===== src/rtl/trng_pkg.sv =====
package trng_pkg;

    localparam int REG_AW = 8;
    localparam int REG_DW = 32;

    localparam logic [REG_AW-1:0] OFS_CMD   = 8'h00;
    localparam logic [REG_AW-1:0] OFS_STAT  = 8'h04;
    localparam logic [REG_AW-1:0] OFS_MODE  = 8'h08;
    localparam logic [REG_AW-1:0] OFS_IEN   = 8'h10;
    localparam logic [REG_AW-1:0] OFS_IFLG  = 8'h14;
    localparam logic [REG_AW-1:0] OFS_WORD0 = 8'h20;
    localparam logic [REG_AW-1:0] OFS_AUTO  = 8'h60;
    localparam logic [REG_AW-1:0] OFS_VER   = 8'hF0;

    localparam int STAT_SEEDED_BIT = 9;
    localparam int STAT_GEN_BIT    = 30;
    localparam int STAT_RESEED_BIT = 31;
    localparam int MODE_WIDE_BIT   = 3;
    localparam int IEN_GLOBAL_BIT  = 31;
    localparam int FLG_W           = 2;

    localparam logic [REG_DW-1:0] VERSION_ID = 32'h0000_46BC;

    typedef enum logic [1:0] {
        CMD_NOP  = 2'd0,
        CMD_RAND = 2'd1,
        CMD_SEED = 2'd2,
        CMD_RSVD = 2'd3
    } cmd_e;

    typedef enum logic [1:0] {
        ST_IDLE,
        ST_SEED,
        ST_GEN,
        ST_HOLD
    } fsm_e;

    typedef struct packed {
        logic valid;
        cmd_e code;
    } cmd_req_t;

    typedef struct packed {
        logic seeded;
        logic generating;
        logic reseeding;
    } core_stat_t;

    typedef struct packed {
        logic seed_done;
        logic gen_done;
    } core_evt_t;

    function automatic cmd_req_t decode_cmd(input logic [REG_DW-1:0] v);
        cmd_req_t r;
        r.valid = (v < 32'd3);
        r.code  = cmd_e'(v[1:0]);
        return r;
    endfunction

    function automatic logic [REG_DW-1:0] pack_status(input core_stat_t s);
        logic [REG_DW-1:0] w;
        w = '0;
        w[STAT_SEEDED_BIT] = s.seeded;
        w[STAT_GEN_BIT]    = s.generating;
        w[STAT_RESEED_BIT] = s.reseeding;
        return w;
    endfunction

    function automatic logic [REG_DW-1:0] mix_word(input logic [REG_DW-1:0] ent,
                                                   input logic [REG_DW-1:0] key,
                                                   input int unsigned idx);
        return ent ^ (key + REG_DW'(idx));
    endfunction

endpackage


===== src/rtl/trng_ctrl.sv =====
module trng_ctrl
    import trng_pkg::*;
#(
    parameter int SEED_CYCLES = 16,
    parameter int NUM_WORDS   = 8,
    parameter int AUTO_W      = 16
) (
    input  logic                         clk,
    input  logic                         rst,
    input  cmd_req_t                     cmd,
    input  logic                         mode_wide,
    input  logic [AUTO_W-1:0]            auto_lim,
    input  logic                         ent_valid,
    output core_stat_t                   stat,
    output core_evt_t                    evt,
    output logic                         seed_clr,
    output logic                         seed_act,
    output logic                         gen_start,
    output logic                         start_wide,
    output logic                         wr_en,
    output logic [$clog2(NUM_WORDS)-1:0] wr_idx
);

    localparam int CYC_W = $clog2(SEED_CYCLES + 1);
    localparam int IDX_W = $clog2(NUM_WORDS);
    localparam int HALF  = NUM_WORDS / 2;

    fsm_e              st_q;
    logic [CYC_W-1:0]  cyc_q;
    logic [IDX_W-1:0]  idx_q;
    logic              wide_q;
    logic              chain_q;
    logic              seeded_q;
    logic [AUTO_W-1:0] req_q;

    logic             busy;
    logic             accept;
    logic             want_rand;
    logic             want_seed;
    logic             want_idle;
    logic             reseed_due;
    logic             seed_fin;
    logic             gen_fin;
    logic [IDX_W-1:0] last_idx;

    always_comb begin
        busy       = (st_q == ST_SEED) || (st_q == ST_GEN);
        accept     = cmd.valid && !busy;
        want_rand  = accept && (cmd.code == CMD_RAND);
        want_seed  = accept && (cmd.code == CMD_SEED);
        want_idle  = accept && (cmd.code == CMD_NOP) && (st_q == ST_HOLD);
        reseed_due = (auto_lim != '0) && (req_q >= auto_lim);
        last_idx   = wide_q ? IDX_W'(NUM_WORDS - 1) : IDX_W'(HALF - 1);
        seed_fin   = (st_q == ST_SEED) && (cyc_q == CYC_W'(SEED_CYCLES - 1));
        gen_fin    = (st_q == ST_GEN) && ent_valid && (idx_q == last_idx);
    end

    always_comb begin
        seed_clr   = want_seed || (want_rand && reseed_due);
        seed_act   = (st_q == ST_SEED);
        gen_start  = (want_rand && !reseed_due) || (seed_fin && chain_q);
        start_wide = want_rand ? mode_wide : wide_q;
        wr_en      = (st_q == ST_GEN) && ent_valid;
        wr_idx     = idx_q;

        stat.seeded     = seeded_q;
        stat.generating = (st_q == ST_GEN);
        stat.reseeding  = (st_q == ST_SEED);
        evt.seed_done   = seed_fin;
        evt.gen_done    = gen_fin;
    end

    always_ff @(posedge clk) begin
        if (rst) begin
            st_q     <= ST_SEED;
            cyc_q    <= '0;
            idx_q    <= '0;
            wide_q   <= 1'b0;
            chain_q  <= 1'b0;
            seeded_q <= 1'b0;
            req_q    <= '0;
        end else begin
            unique case (st_q)
                ST_IDLE, ST_HOLD: begin
                    if (want_seed) begin
                        st_q    <= ST_SEED;
                        cyc_q   <= '0;
                        chain_q <= 1'b0;
                        req_q   <= '0;
                    end else if (want_rand) begin
                        wide_q <= mode_wide;
                        if (reseed_due) begin
                            st_q    <= ST_SEED;
                            cyc_q   <= '0;
                            chain_q <= 1'b1;
                            req_q   <= '0;
                        end else begin
                            st_q  <= ST_GEN;
                            idx_q <= '0;
                        end
                    end else if (want_idle) begin
                        st_q <= ST_IDLE;
                    end
                end
                ST_SEED: begin
                    if (seed_fin) begin
                        seeded_q <= 1'b1;
                        cyc_q    <= '0;
                        chain_q  <= 1'b0;
                        if (chain_q) begin
                            st_q  <= ST_GEN;
                            idx_q <= '0;
                        end else begin
                            st_q <= ST_IDLE;
                        end
                    end else begin
                        cyc_q <= cyc_q + 1'b1;
                    end
                end
                ST_GEN: begin
                    if (gen_fin) begin
                        st_q  <= ST_HOLD;
                        idx_q <= '0;
                        if (req_q != '1) begin
                            req_q <= req_q + 1'b1;
                        end
                    end else if (ent_valid) begin
                        idx_q <= idx_q + 1'b1;
                    end
                end
                default: st_q <= ST_IDLE;
            endcase
        end
    end

endmodule


===== src/rtl/trng_outbuf.sv =====
module trng_outbuf
    import trng_pkg::*;
#(
    parameter int NUM_WORDS = 8
) (
    input  logic                                  clk,
    input  logic                                  rst,
    input  logic                                  ent_valid,
    input  logic [REG_DW-1:0]                     ent_data,
    input  logic                                  seed_clr,
    input  logic                                  seed_act,
    input  logic                                  gen_start,
    input  logic                                  start_wide,
    input  logic                                  wr_en,
    input  logic [$clog2(NUM_WORDS)-1:0]          wr_idx,
    output logic [NUM_WORDS-1:0][REG_DW-1:0]      words
);

    localparam int IDX_W = $clog2(NUM_WORDS);
    localparam int HALF  = NUM_WORDS / 2;

    logic [REG_DW-1:0] key_q;

    always_ff @(posedge clk) begin
        if (rst || seed_clr) begin
            key_q <= '0;
        end else if (seed_act && ent_valid) begin
            key_q <= key_q + ent_data;
        end
    end

    for (genvar k = 0; k < NUM_WORDS; k++) begin : g_word
        localparam bit UPPER = (k >= HALF);
        logic [REG_DW-1:0] w_q;

        always_ff @(posedge clk) begin
            if (rst) begin
                w_q <= '0;
            end else if (wr_en && (wr_idx == IDX_W'(k))) begin
                w_q <= mix_word(ent_data, key_q, k);
            end else if (gen_start && !start_wide && UPPER) begin
                w_q <= '0;
            end
        end

        assign words[k] = w_q;
    end

endmodule


===== src/rtl/trng_regs.sv =====
module trng_regs
    import trng_pkg::*;
#(
    parameter int NUM_WORDS = 8,
    parameter int AUTO_W    = 16
) (
    input  logic                             clk,
    input  logic                             rst,
    input  logic                             reg_we,
    input  logic [REG_AW-1:0]                reg_addr,
    input  logic [REG_DW-1:0]                reg_wdata,
    output logic [REG_DW-1:0]                reg_rdata,
    input  core_stat_t                       stat,
    input  core_evt_t                        evt,
    input  logic [NUM_WORDS-1:0][REG_DW-1:0] words,
    output cmd_req_t                         cmd,
    output logic                             mode_wide,
    output logic [AUTO_W-1:0]                auto_lim,
    output logic [FLG_W-1:0]                 iflg,
    output logic                             ien_glb,
    output logic                             irq
);

    localparam int IDX_W = $clog2(NUM_WORDS);
    localparam logic [REG_AW-1:0] WIN = REG_AW'(NUM_WORDS * 4);

    logic              mode_q;
    logic              glb_q;
    logic [FLG_W-1:0]  ien_q;
    logic [FLG_W-1:0]  flg_q;
    logic [AUTO_W-1:0] auto_q;

    logic              wr_cmd, wr_mode, wr_ien, wr_flg, wr_auto;
    logic [FLG_W-1:0]  flg_clr;
    logic [FLG_W-1:0]  flg_set;
    logic [REG_AW-1:0] wofs;
    logic [IDX_W-1:0]  widx;
    logic              in_win;

    always_comb begin
        wr_cmd  = reg_we && (reg_addr == OFS_CMD);
        wr_mode = reg_we && (reg_addr == OFS_MODE);
        wr_ien  = reg_we && (reg_addr == OFS_IEN);
        wr_flg  = reg_we && (reg_addr == OFS_IFLG);
        wr_auto = reg_we && (reg_addr == OFS_AUTO);

        cmd       = decode_cmd(reg_wdata);
        cmd.valid = cmd.valid && wr_cmd;

        flg_clr = wr_flg ? reg_wdata[FLG_W-1:0] : '0;
        flg_set = {evt.seed_done, evt.gen_done};
    end

    always_ff @(posedge clk) begin
        if (rst) begin
            mode_q <= 1'b0;
            glb_q  <= 1'b0;
            ien_q  <= '0;
            flg_q  <= '0;
            auto_q <= '0;
        end else begin
            if (wr_mode) mode_q <= reg_wdata[MODE_WIDE_BIT];
            if (wr_ien) begin
                glb_q <= reg_wdata[IEN_GLOBAL_BIT];
                ien_q <= reg_wdata[FLG_W-1:0];
            end
            if (wr_auto) auto_q <= reg_wdata[AUTO_W-1:0];
            flg_q <= (flg_q & ~flg_clr) | flg_set;
        end
    end

    always_comb begin
        wofs   = reg_addr - OFS_WORD0;
        widx   = wofs[IDX_W+1:2];
        in_win = (reg_addr >= OFS_WORD0) && (wofs < WIN) && (reg_addr[1:0] == 2'b00);

        reg_rdata = '0;
        if (reg_addr == OFS_STAT) begin
            reg_rdata = pack_status(stat);
        end else if (reg_addr == OFS_MODE) begin
            reg_rdata[MODE_WIDE_BIT] = mode_q;
        end else if (reg_addr == OFS_IEN) begin
            reg_rdata[IEN_GLOBAL_BIT] = glb_q;
            reg_rdata[FLG_W-1:0]      = ien_q;
        end else if (reg_addr == OFS_IFLG) begin
            reg_rdata[FLG_W-1:0] = flg_q;
        end else if (reg_addr == OFS_AUTO) begin
            reg_rdata = {{(REG_DW-AUTO_W){1'b0}}, auto_q};
        end else if (reg_addr == OFS_VER) begin
            reg_rdata = VERSION_ID;
        end else if (in_win) begin
            reg_rdata = words[widx];
        end
    end

    assign mode_wide = mode_q;
    assign auto_lim  = auto_q;
    assign iflg      = flg_q;
    assign ien_glb   = glb_q;
    assign irq       = glb_q && |(ien_q & flg_q);

endmodule


===== src/rtl/trng_core.sv =====
module trng_core
    import trng_pkg::*;
#(
    parameter int SEED_CYCLES = 16,
    parameter int NUM_WORDS   = 8,
    parameter int AUTO_W      = 16
) (
    input  logic        clk,
    input  logic        rst,
    input  logic        reg_we,
    input  logic [7:0]  reg_addr,
    input  logic [31:0] reg_wdata,
    output logic [31:0] reg_rdata,
    input  logic        ent_valid,
    input  logic [31:0] ent_data,
    output logic        irq
);

    localparam int IDX_W = $clog2(NUM_WORDS);

    cmd_req_t                         cmd;
    core_stat_t                       stat;
    core_evt_t                        evt;
    logic                             mode_wide;
    logic [AUTO_W-1:0]                auto_lim;
    logic                             seed_clr, seed_act, gen_start, start_wide, wr_en;
    logic [IDX_W-1:0]                 wr_idx;
    logic [NUM_WORDS-1:0][REG_DW-1:0] words;
    logic [FLG_W-1:0]                 iflg;
    logic                             ien_glb;
    logic                             sts_seeded, sts_gen, sts_reseed;

    trng_ctrl #(
        .SEED_CYCLES(SEED_CYCLES),
        .NUM_WORDS  (NUM_WORDS),
        .AUTO_W     (AUTO_W)
    ) u_ctrl (
        .clk       (clk),
        .rst       (rst),
        .cmd       (cmd),
        .mode_wide (mode_wide),
        .auto_lim  (auto_lim),
        .ent_valid (ent_valid),
        .stat      (stat),
        .evt       (evt),
        .seed_clr  (seed_clr),
        .seed_act  (seed_act),
        .gen_start (gen_start),
        .start_wide(start_wide),
        .wr_en     (wr_en),
        .wr_idx    (wr_idx)
    );

    trng_outbuf #(
        .NUM_WORDS(NUM_WORDS)
    ) u_outbuf (
        .clk       (clk),
        .rst       (rst),
        .ent_valid (ent_valid),
        .ent_data  (ent_data),
        .seed_clr  (seed_clr),
        .seed_act  (seed_act),
        .gen_start (gen_start),
        .start_wide(start_wide),
        .wr_en     (wr_en),
        .wr_idx    (wr_idx),
        .words     (words)
    );

    trng_regs #(
        .NUM_WORDS(NUM_WORDS),
        .AUTO_W   (AUTO_W)
    ) u_regs (
        .clk      (clk),
        .rst      (rst),
        .reg_we   (reg_we),
        .reg_addr (reg_addr),
        .reg_wdata(reg_wdata),
        .reg_rdata(reg_rdata),
        .stat     (stat),
        .evt      (evt),
        .words    (words),
        .cmd      (cmd),
        .mode_wide(mode_wide),
        .auto_lim (auto_lim),
        .iflg     (iflg),
        .ien_glb  (ien_glb),
        .irq      (irq)
    );

    assign sts_seeded = stat.seeded;
    assign sts_gen    = stat.generating;
    assign sts_reseed = stat.reseeding;

endmodule


===== config.mk =====
export PLATFORM = sky130hd
export DESIGN_NAME = trng_core
export DESIGN_NICKNAME = d
export VERILOG_FILES = /design/src/rtl/trng_pkg.sv /design/src/rtl/trng_ctrl.sv /design/src/rtl/trng_outbuf.sv /design/src/rtl/trng_regs.sv /design/src/rtl/trng_core.sv
export SDC_FILE = /design/constraint.sdc
export NUM_CORES = 1
export LEC_CHECK = 0
export BUFFER_PORTS_ARGS = -buffer_cell sky130_fd_sc_hd__buf_4
export CORE_MARGIN = 10
export CORE_UTILIZATION = 60
export CTS_CLUSTER_SIZE = 14
export DETAILED_ROUTE_END_ITERATION = 12
export HOLD_SLACK_MARGIN = 0.12
export PLACE_DENSITY = 0.8
export SYNTH_ARGS = -nofsm -noshare
export SYNTH_HDL_FRONTEND = slang
export SYNTH_SLANG_ARGS = --single-unit
export TNS_END_PERCENT = 100

===== constraint.sdc =====
create_clock -name clk -period 3.95 [get_ports clk]
set_clock_uncertainty 0.1 [all_clocks]
set_input_delay 0.79 -clock clk [delete_from_list [all_inputs] [get_ports clk]]
set_output_delay 0.79 -clock clk [all_outputs]
set_load 0.01 [all_outputs]

==> impl_results.md <==
- Clock network latency to the later pin of the worst-skew pair: 0.54 ns
- Cell Pwr Density: 495 nW/um^2
- Peak supply drop: 353 uV
- Library cells used by synthesis: 68
- #FFs+latches synth: 339
- Final Instance Area: 22500 sq um
- CP Cell Sequence: buf_4 > buf_4 > mux4_2 > mux2i_1 > o21ai_0 > buf_4
- Crit Path Class: input port to output pin
- Antenna Nets Post-Route: 0
- RSZ-0062 raised after global routing: no
- Detailed placer's ending HPWL: 47.6 mm
- Sequential group share of total power: 34.2%
- YS warnings: 0
- Final setup TNS: 0 ns
- H-tree depth: 2
- Slew headroom: 18.9%
- Switching Fraction: 34.4%
- Fmax: 0.272 GHz
- Cts bufs inserted: 37
- Syn Nets: 2488
- Post-Route WL: 66.1 mm
- Post-Synthesis Cell Area: 19600 sq um
- CP arrival: 2.78 ns
- Status: complete, no violations
- Via-to-Cell Ratio: 6.47
- Post-synth ARST share: 0%
- Initial cell density of the core: 60.6%
- Area grow syn2layout: 14.6%
- Post-Syn Instances: 2342
- Critical path's most frequent cell: buf_4
- Commonest non-fill, non-tap cell in the layout: nand2_1
- Max-cap viol count: 0
- Static Leakage: 8.21 nW
- Clock power frac: 35.6%
- Final Cycle Share: 92.9%
- Largest net degree at the start of global routing: 130
- Crit end category: output pin
- Total power: 0.0111 W
- Crit start category: input port
- Worst-Margin Slew: 1.21 ns
- Final setup violating endpoints: 0
- Port Buffers: 108
- Register area share after synthesis: 34.6%
- Switching power: 0.00382 W
- Vias: 18600
- Most frequent cells in the layout: 380 x nand2_1, 339 x dfxtp_1, 262 x a21oi_1, 206 x nor2_1, 179 x buf_4
- Crit. Startpoint: reg_addr[3]
- Combinational share of power: 30.2%
- Cell-internal power: 0.00729 W
- Filler Cell Count: 2595
- Final Hold Fails: 0
- Initial antenna violation count: 1
- Post-synth EDFFs: 0
- CTS sink count: 339
- Hold_sp: u_outbuf.g_word[2].w_q[6]
- Die footprint: 40300 sq um
- Worst-path maximum fanout: 22
- Crit-path slowest cell: mux4_2
- Multi-input combinational cell area: 12100 sq um
- Reg-to-reg startpoint: u_ctrl.st_q[0]
- Min Tclk post-route: 3.67 ns
- Post-Synthesis Mean Instance Area: 8.37 sq um
- Vias in the first global route: 18400
- CTS clk-pin slew, worst paths: 0.06 ns
- Number of cell rows: 66
- Chip Height: 201 um
- Worst hold path class: flip-flop to flip-flop
- Core area: 32400 sq um
- Top-level port count: 109
- Pins Over Slew Limit: 0
- Crit path largest cell delay: 0.54 ns
- Routability cong.: 1.00
- # DRC: 0
- Total track usage: 31.6%
- Chip Width: 201 um
- Most common flop cell mapped by yosys: dfxtp_1
- First-pass GRT wire length: 103 mm
- WL/cell: 22.9 um
- Hold Buf Count CTS: 0
- Grt ovf: 0
- Final #Nets: 2556
- Share of layout cells above drive strength 1: 13.9%
- Seq. cell area: 6790 sq um
- CTS resizes: 0
- First-pass DRT Iterations: 6
- CTS tree: yes
- Layout Utilization: 69.4%
- DR iter-0 viols: 2011
- WP data required: 3.06 ns
- Clock Path Buffers: 3
- Clk root buf: clkbuf_16
- Area of placed instances: 21100 sq um
- Setup Fix Bufs, Post-CTS: 0
-- synth_stat cells (3+ instances only) --
master / n / area share [%]
mux2i_1: 37 / 1.9
o2bb2ai_1: 65 / 2.9
nor4_1: 22 / 0.70
a22o_1: 61 / 2.7
o21ai_0: 68 / 1.7
nor3_1: 43 / 1.1
mux4_2: 64 / 7.4
xnor2_1: 142 / 6.3
and3_1: 29 / 0.93
buf_1: 8 / 0.15
nand2b_1: 7 / 0.22
o21bai_1: 3 / 0.11
a21boi_0: 4 / 0.15
o31ai_1: 4 / 0.15
a21o_1: 16 / 0.61
a21oi_1: 263 / 6.7
nand2_1: 381 / 7.3
or3_1: 28 / 0.89
ha_1: 69 / 4.4
nor2_1: 206 / 3.9
nor2b_1: 7 / 0.22
nand3b_1: 3 / 0.11
a211oi_1: 11 / 0.42
nand3_1: 45 / 1.1
and4_1: 3 / 0.13
o221a_2: 7 / 0.40
dfxtp_1: 339 / 35
xor2_1: 98 / 4.4
o21a_1: 5 / 0.19
or2_2: 6 / 0.19
nand4_1: 35 / 1.1
a31oi_1: 9 / 0.29
clkbuf_1: 145 / 2.8
a22oi_1: 3 / 0.11
and2_1: 13 / 0.41
o22ai_1: 7 / 0.22
inv_1: 42 / 0.80
-- worst paths after layout --
kind,to,slack (ns),depth (start not counted)
worst max register to register,u_ctrl.req_q[11],0.44,11
worst min register to register,u_outbuf.g_word[2].w_q[6],0.35,2
worst max-delay path,reg_rdata[31],0.28,6
worst min-delay path,u_outbuf.g_word[2].w_q[6],0.35,2
-- flip-flops by register name, indices dropped and copies added (netlist names) --
register and count:
u_regs.ien_glb 1, u_regs.mode_wide 1, u_ctrl.req_q 16, u_regs.iflg 2
u_outbuf.g_word.w_q 256, u_ctrl.cyc_q 5, u_ctrl.chain_q 1, u_ctrl.wide_q 1
u_regs.auto_lim 16, u_ctrl.wr_idx 3, u_outbuf.key_q 32, u_ctrl.seeded_q 1
u_regs.ien_q 2, u_ctrl.st_q 2
-- critical path: cells and delay by family --
family	cells	cell delay, ns
multiplexers	2	0.88
AO/OA/AOI/OAI	1	0.17
buffers and inverters	3	0.91
-- metrics by stage --
step / cells / hold slack [ns] / setup slack, ns
2_1_floorplan: 2342 / 0.327 / 0.156
3_3_place_gp: 2813 / 0.335 / 0.218
3_5_place_dp: 2813 / 0.343 / 0.120
4_1_cts: 2880 / 0.352 / 0.331
5_1_grt: 2880 / 0.368 / 0.193
6_report: 2881 / 0.352 / 0.280
-- cell type report --
type	count	area share, %
sequential	339	30.2
clock buffer	49	4.82
multi-input combinational	1804	53.9
inverter	43	0.718
timing repair buffer	185	6.52
tap	442	2.46
clock inverter	18	1.36
antenna	1	0.0111
-- per-layer routing --
layer  share of wire [%]  global-route usage, %  vias up
met5                   0                      0        -
met4                 5.0                   15.9        0
met3                  10                   7.16      232
met2                  46                   50.2     1063
met1                  39                   39.6     8958
li1                    -                      -     8394
-- kinds of logic (layout without fill, tap and decap cells) --
| kind of cell | Yosys count | in the layout | synth area share (%) |
|---|---|---|---|
| flip-flops | 339 | 339 | 34.6 |
| adder cells (fa/ha/maj) | 70 | 70 | 4.51 |
| AND/OR/NAND/NOR | 845 | 845 | 19.3 |
| buffers and inverters | 199 | 295 | 3.89 |
| other | 0 | 1 | 0 |
| multiplexers | 102 | 102 | 9.30 |
| XOR/XNOR | 240 | 240 | 10.7 |
| AO/OA/AOI/OAI | 547 | 547 | 17.7 |
-- power by group through the flow --
stage | Combinational [W] | Clock, W | Sequential [W]
2_1_floorplan | 0.00239 | 0 | 0.00374
6_report | 0.00336 | 0.00395 | 0.00380
3_3_place_gp | 0.00315 | 0 | 0.00385
3_5_place_dp | 0.00323 | 0 | 0.00386
5_1_grt | 0.00363 | 0.00410 | 0.00381
4_1_cts | 0.00327 | 0.00395 | 0.00378
(Power assumes the default switching activity.)
